$ cat src/rtl/logic_unit_pkg.sv
package logic_unit_pkg;

   typedef enum logic [1:0] {
      CORE_AND  = 2'b00,
      CORE_OR   = 2'b01,
      CORE_XOR  = 2'b10,
      CORE_NONE = 2'b11
   } core_fn_e;

   typedef enum logic [1:0] {
      CSEL_ZERO  = 2'b00,
      CSEL_ONE   = 2'b01,
      CSEL_STORE = 2'b10,
      CSEL_RSVD  = 2'b11
   } carry_sel_e;

   typedef struct packed {
      logic       cond_en;
      carry_sel_e carry_sel;
      logic       flip_out;
      logic       flip_a;
      core_fn_e   fn;
   } lu_ctrl_t;

   localparam int unsigned CTRL_BITS = $bits(lu_ctrl_t);
   localparam int unsigned COND_BITS = 4;

endpackage

$ cat src/rtl/lu_pre.sv
module lu_pre #(
   parameter int unsigned WIDTH = 64
) (
   input  logic [WIDTH-1:0]              a_in,
   input  logic                          flip_a,
   input  logic_unit_pkg::carry_sel_e    carry_sel,
   input  logic                          carry_store,
   output logic [WIDTH-1:0]              a_out,
   output logic                          carry_sel_out
);
   import logic_unit_pkg::*;

   if (WIDTH < 1) begin : g_bad_width
      $error("lu_pre: WIDTH must be at least 1");
   end

   assign a_out = flip_a ? ~a_in : a_in;

   always_comb begin
      unique case (carry_sel)
         CSEL_ZERO:  carry_sel_out = 1'b0;
         CSEL_ONE:   carry_sel_out = 1'b1;
         CSEL_STORE: carry_sel_out = carry_store;
         default:    carry_sel_out = 1'b0;
      endcase
   end

endmodule

$ cat src/rtl/lu_core.sv
module lu_core #(
   parameter int unsigned WIDTH = 64
) (
   input  logic [WIDTH-1:0]            a,
   input  logic [WIDTH-1:0]            b,
   input  logic_unit_pkg::core_fn_e    fn,
   output logic [WIDTH-1:0]            y
);
   import logic_unit_pkg::*;

   if (WIDTH < 1) begin : g_bad_width
      $error("lu_core: WIDTH must be at least 1");
   end

   always_comb begin
      unique case (fn)
         CORE_AND: y = a & b;
         CORE_OR:  y = a | b;
         CORE_XOR: y = a ^ b;
         default:  y = '0;
      endcase
   end

endmodule

$ cat src/rtl/lu_post.sv
module lu_post #(
   parameter int unsigned WIDTH  = 64,
   parameter int unsigned ZCHUNK = 8
) (
   input  logic [WIDTH-1:0] y_in,
   input  logic             flip_out,
   input  logic             cond_en,
   input  logic             so_in,
   output logic [WIDTH-1:0] y_out,
   output logic [3:0]       cond_out
);
   localparam int unsigned NCHUNK = WIDTH / ZCHUNK;

   if (WIDTH < 2) begin : g_bad_width
      $error("lu_post: WIDTH must be at least 2");
   end
   if (ZCHUNK == 0 || (WIDTH % ZCHUNK) != 0) begin : g_bad_chunk
      $error("lu_post: ZCHUNK must divide WIDTH");
   end

   logic [NCHUNK-1:0] chunk_nz;
   logic              is_zero;
   logic              is_neg;

   assign y_out = flip_out ? ~y_in : y_in;

   for (genvar c = 0; c < NCHUNK; c++) begin : g_zchunk
      assign chunk_nz[c] = |y_out[c*ZCHUNK +: ZCHUNK];
   end

   assign is_zero = ~|chunk_nz;
   assign is_neg  = y_out[WIDTH-1];

   always_comb begin
      if (cond_en) begin
         cond_out = {is_neg, ~is_neg & ~is_zero, is_zero, so_in};
      end else begin
         cond_out = 4'b0000;
      end
   end

endmodule

$ cat src/rtl/lu_outreg.sv
module lu_outreg #(
   parameter int unsigned WIDTH = 64
) (
   input  logic             clk,
   input  logic             rst_n,
   input  logic             in_valid,
   input  logic             out_ready,
   input  logic [WIDTH-1:0] d_result,
   input  logic             d_carry,
   input  logic [3:0]       d_cond,
   output logic             q_valid,
   output logic [WIDTH-1:0] q_result,
   output logic             q_carry,
   output logic [3:0]       q_cond
);
   logic take;
   assign take = in_valid & out_ready;

   always_ff @(posedge clk or negedge rst_n) begin
      if (!rst_n) begin
         q_valid <= 1'b0;
      end else if (out_ready) begin
         q_valid <= in_valid;
      end
   end

   always_ff @(posedge clk or negedge rst_n) begin
      if (!rst_n) begin
         q_result <= '0;
         q_carry  <= 1'b0;
         q_cond   <= 4'b0000;
      end else if (take) begin
         q_result <= d_result;
         q_carry  <= d_carry;
         q_cond   <= d_cond;
      end
   end

endmodule

$ cat src/rtl/logic_unit.sv
module logic_unit #(
   parameter int unsigned WIDTH  = 64,
   parameter int unsigned ZCHUNK = 8
) (
   input  logic             clk,
   input  logic             rst_n,
   input  logic             in_valid,
   output logic             in_ready,
   input  logic [WIDTH-1:0] op_a,
   input  logic [WIDTH-1:0] op_b,
   input  logic [6:0]       ctrl,
   input  logic             carry_in,
   input  logic             so_in,
   output logic             out_valid,
   input  logic             out_ready,
   output logic [WIDTH-1:0] result,
   output logic             carry_out,
   output logic [3:0]       cond
);
   import logic_unit_pkg::*;

   if (CTRL_BITS != 7) begin : g_bad_ctrl
      $error("logic_unit: control word layout must be 7 bits");
   end

   lu_ctrl_t          cw;
   logic [WIDTH-1:0]  a_pre;
   logic              carry_sel;
   logic [WIDTH-1:0]  y_core;
   logic [WIDTH-1:0]  y_post;
   logic [3:0]        cond_post;

   assign cw       = lu_ctrl_t'(ctrl);
   assign in_ready = out_ready;

   lu_pre #(.WIDTH(WIDTH)) u_pre (
      .a_in          (op_a),
      .flip_a        (cw.flip_a),
      .carry_sel     (cw.carry_sel),
      .carry_store   (carry_in),
      .a_out         (a_pre),
      .carry_sel_out (carry_sel)
   );

   lu_core #(.WIDTH(WIDTH)) u_core (
      .a  (a_pre),
      .b  (op_b),
      .fn (cw.fn),
      .y  (y_core)
   );

   lu_post #(.WIDTH(WIDTH), .ZCHUNK(ZCHUNK)) u_post (
      .y_in     (y_core),
      .flip_out (cw.flip_out),
      .cond_en  (cw.cond_en),
      .so_in    (so_in),
      .y_out    (y_post),
      .cond_out (cond_post)
   );

   lu_outreg #(.WIDTH(WIDTH)) u_oreg (
      .clk       (clk),
      .rst_n     (rst_n),
      .in_valid  (in_valid),
      .out_ready (out_ready),
      .d_result  (y_post),
      .d_carry   (carry_sel),
      .d_cond    (cond_post),
      .q_valid   (out_valid),
      .q_result  (result),
      .q_carry   (carry_out),
      .q_cond    (cond)
   );

endmodule

$ cat config.mk
export PLATFORM = sky130hd
export DESIGN_NAME = logic_unit
export DESIGN_NICKNAME = d
export VERILOG_FILES = /design/src/rtl/logic_unit_pkg.sv /design/src/rtl/lu_pre.sv /design/src/rtl/lu_core.sv /design/src/rtl/lu_post.sv /design/src/rtl/lu_outreg.sv /design/src/rtl/logic_unit.sv
export SDC_FILE = /design/constraint.sdc
export NUM_CORES = 1
export LEC_CHECK = 0
export BUFFER_PORTS_ARGS = -buffer_cell sky130_fd_sc_hd__buf_2
export CAP_MARGIN = 10
export CORE_MARGIN = 2
export CORE_UTILIZATION = 35
export CTS_BUF_LIST = sky130_fd_sc_hd__clkbuf_2 sky130_fd_sc_hd__clkbuf_4 sky130_fd_sc_hd__clkbuf_8
export DETAILED_ROUTE_END_ITERATION = 10
export GPL_TIMING_DRIVEN = 0
export SYNTH_ARGS = -nofsm -noshare
export SYNTH_HDL_FRONTEND = slang
export SYNTH_HIERARCHICAL = 1
export SYNTH_SLANG_ARGS = --single-unit
$ cat constraint.sdc
create_clock -name clk -period 1.03 [get_ports clk]
set_clock_uncertainty 0.05 [all_clocks]
set_input_delay 0.309 -clock clk [delete_from_list [all_inputs] [get_ports clk]]
set_output_delay 0.309 -clock clk [all_outputs]
set_load 0.03 [all_outputs]
==> results.md <==
- Row count: 54
- Vias in the first global route: 6557
- DP Cell Count: around 1.3k
- Post-Syn Area: ~7700 um2
- GRT overflow: 0
- Final #Nets: 1345
- Cells after synthesis: 764
- WS Path Type: input pin to register
- Layout Cells excl Fill: 1361
- Core ar.: 21800 um2
- CTS buffer count: 9
- Crit path DAT: 3.06 ns
- Sequential-to-total area share from yosys stat: 22.7%
- P_leak: 6.21 nW
- GRT Total Usage: 19.4%
- Worst-Skew Late Latency: 0.37 ns
- First-pass GRT wire length: 35700 um
- Routed WL: 23700 um
- DR WL/cell: about 17 um
- Final RePlAce weighted congestion: 0.767
- Vias: approximately 6.5k
- Ports: between 200 and 250
- Die Span Y: 153 um
- Final hold vios: 30
- Min Tclk post-route: 2.85 ns
- Post-synth cell types: 23
- ANT nets after route: 0
- H-Tree Depth: 3
- # DRC: 0
- Post-Place Worst Slack: -2.43 ns
- Initial DRT Pass Iterations: 6
- Layout cells sized above 1: 56.3%
- Fin crit share: 277%
- Die X: 153 um
- Clock Sinks: 70
- Top post-synthesis cells by area: dfrtp_1, ha_1, xor2_1, mux2i_1, mux2_2
- CP Launch Type: input pin
- Max cap viols: 0
- Fmax: 351 MHz
- Finished Cell Area: between 10000 and 15000 um2
- Clk root buf: clkbuf_8
- Most frequent cells in the layout: buf_2, inv_1, ha_1, buf_6, buf_4
- Maximum VDD drop: 0.696 mV
- CTS tree: done
- HP Class: input pin to async pin
- Pwr/cell area: 1200 nW/um2
- Largest area contributor in the netlist: dfrtp_1
- Share of the synthesized area in the top cell type: 22.7%
- Port Buffers: 210
- FF+latch count, synth: 70
- Crit path max fanout: 8
- Initial core utilization: a little over a third
- Worst slew margin: 69.8%
- Final HPWL DP: 16600 um
- Syn nets: approximately 1.0k
- Slew @ Worst Pin: 0.453 ns
- Die area: 23300 um2
- RSZ-0062 raised after global routing: yes
- Total power: 14.5 mW
- Endpoint type of the worst setup path: register
- Avg Cell Area, Syn: 10.1 um2
- WP data required: 1.24 ns
- Outcome: finished with violations
- Pin count of the biggest net entering global routing: between 40 and 50
- Synth warn: 6
- Final setup fails: approximately 140
- Fill count: 1887
- Initial antenna violation count: 3
- Clk pin slew, worst setup/hold paths: roughly 0.080 ns
- Hold slack: -0.168 ns
- Commonest non-fill, non-tap cell in the layout: buf_2
- Area growth syn-to-layout: 57.2%
- DRT iter0 DRCs: 215
- Violated checks: negative hold slack, negative setup slack
- Final worst setup slack: -1.82 ns
- Max-slew violations: 0
- DP Area: 9600 um2
- CTS max path bufs: 2
- Avg Vias per Cell: roughly 4.8
power breakdown:
part	leakage, nW	total [mW]	switching (mW)	internal, mW
logic	5.29	8.40	4.21	4.19
registers	0.829	3.99	0.553	3.44
clock network	0.0930	2.14	1.15	0.983
total	6.21	14.5	5.91	8.62
critical path: stages:
cell and delay (ns):
buf_16 0.14, buf_12 0.16, buf_8 0.14, xor2_2 0.16
inv_1 0.06, ha_1 0.28, mux2i_1 0.17, o22ai_2 0.11
or4_4 0.45, mux2i_4 0.19, nand4_1 0.20, nor4_4 0.32
nor3b_1 0.08, mux2_2 0.26
what timing repair did:
action | CTS | global route
endpoints found under the setup margin | 138 | 137
cloned | 2 | 0
hold endpoints to repair | 30 | 30
gates resized for setup | 249 | 90
setup buffers | 40 | 52
pin swaps | 51 | 50
path summary, 6_finish.rpt:
check | cells past startpoint | slack [ns] | startpoint | endpoint
setup / recovery | 14 | -1.82 | ctrl[2] | u_oreg/q_cond[2]
hold / removal | 1 | -0.17 | rst_n | u_oreg/q_result[44]
max in group asynchronous | 2 | 0.53 | rst_n | u_oreg/q_result[62]
setup reg to reg | 3 | -0.03 | u_oreg/q_result[53] | u_oreg/q_result[53]
hold reg to reg | 1 | 0.48 | u_oreg/q_result[62] | u_oreg/q_result[62]
min in group clk | 2 | 0.12 | out_ready | u_oreg/q_valid
cells in the mapped netlist:
cell type and instances:
inv_1 131, ha_1 130, xor2_1 128, mux2i_1 80
dfrtp_1 70, o22ai_1 64, mux2_2 60, nand4_1 20
buf_2 17, or4_1 16, buf_8 12, buf_6 10
mux2_4 9, buf_1 6, and2_1 3, a21oi_1 1
buf_4 1, nand2_4 1, nand2b_1 1, nor2_1 1
nor3b_1 1, nor4_2 1, o21ai_0 1
layer usage:
| layer | vias up | global-route usage, % | share of wire, % |
|---|---|---|---|
| li1 | 3121 | - | - |
| met1 | 3218 | 25.5 | 43 |
| met2 | 144 | 33.1 | 51 |
| met3 | 23 | 3.50 | 4.4 |
| met4 | 2 | 4.98 | 1.6 |
| met5 | - | 0 | 0.046 |
cells by family (layout without fill, tap and decap cells):
logic type	Yosys count	in the layout	share of synthesized area (%)
and+or+nand+nor	44	44	3.95
xor gates and xnor gates	128	128	14.5
muxes	149	149	20.9
adders and majority gates	130	130	21.1
AOI/OAI and AO/OA	66	66	5.31
other	0	2	0
DFF	70	70	22.7
buffers and inverters	177	492	11.6
through the flow:
step                utilization, %  TNS, ns  hold slack, ns
floorplan                        -   -61.33         -0.0366
global placement              44.0  -169.49           0.434
detailed placement            44.1  -105.16           0.238
CTS                           51.3   -64.07          -0.176
global route                  55.8   -73.73          -0.150
finish                        55.8   -66.74          -0.168
flip-flops by register name (all words and copies together), names as in the netlist:
register and count:
u_oreg/q_cond 4, u_oreg/q_result 64, u_oreg/q_carry 1, u_oreg/q_valid 1
cell type report:
cell class | instances | area (um2) | area share [%]
clock buffers | 12 | 153 | 1.26
inverters | 131 | 499 | 4.11
well taps | 280 | 350 | 2.89
plain buffers | 45 | 510 | 4.20
diodes | 2 | 5.00 | 0.0412
multi-input cells | 517 | 6460 | 53.2
flip-flops and latches | 70 | 1750 | 14.4
repair buffers | 300 | 2390 | 19.7
clock inverters | 4 | 22.5 | 0.185
No activity file was read; power rests on OpenSTA's default activity.
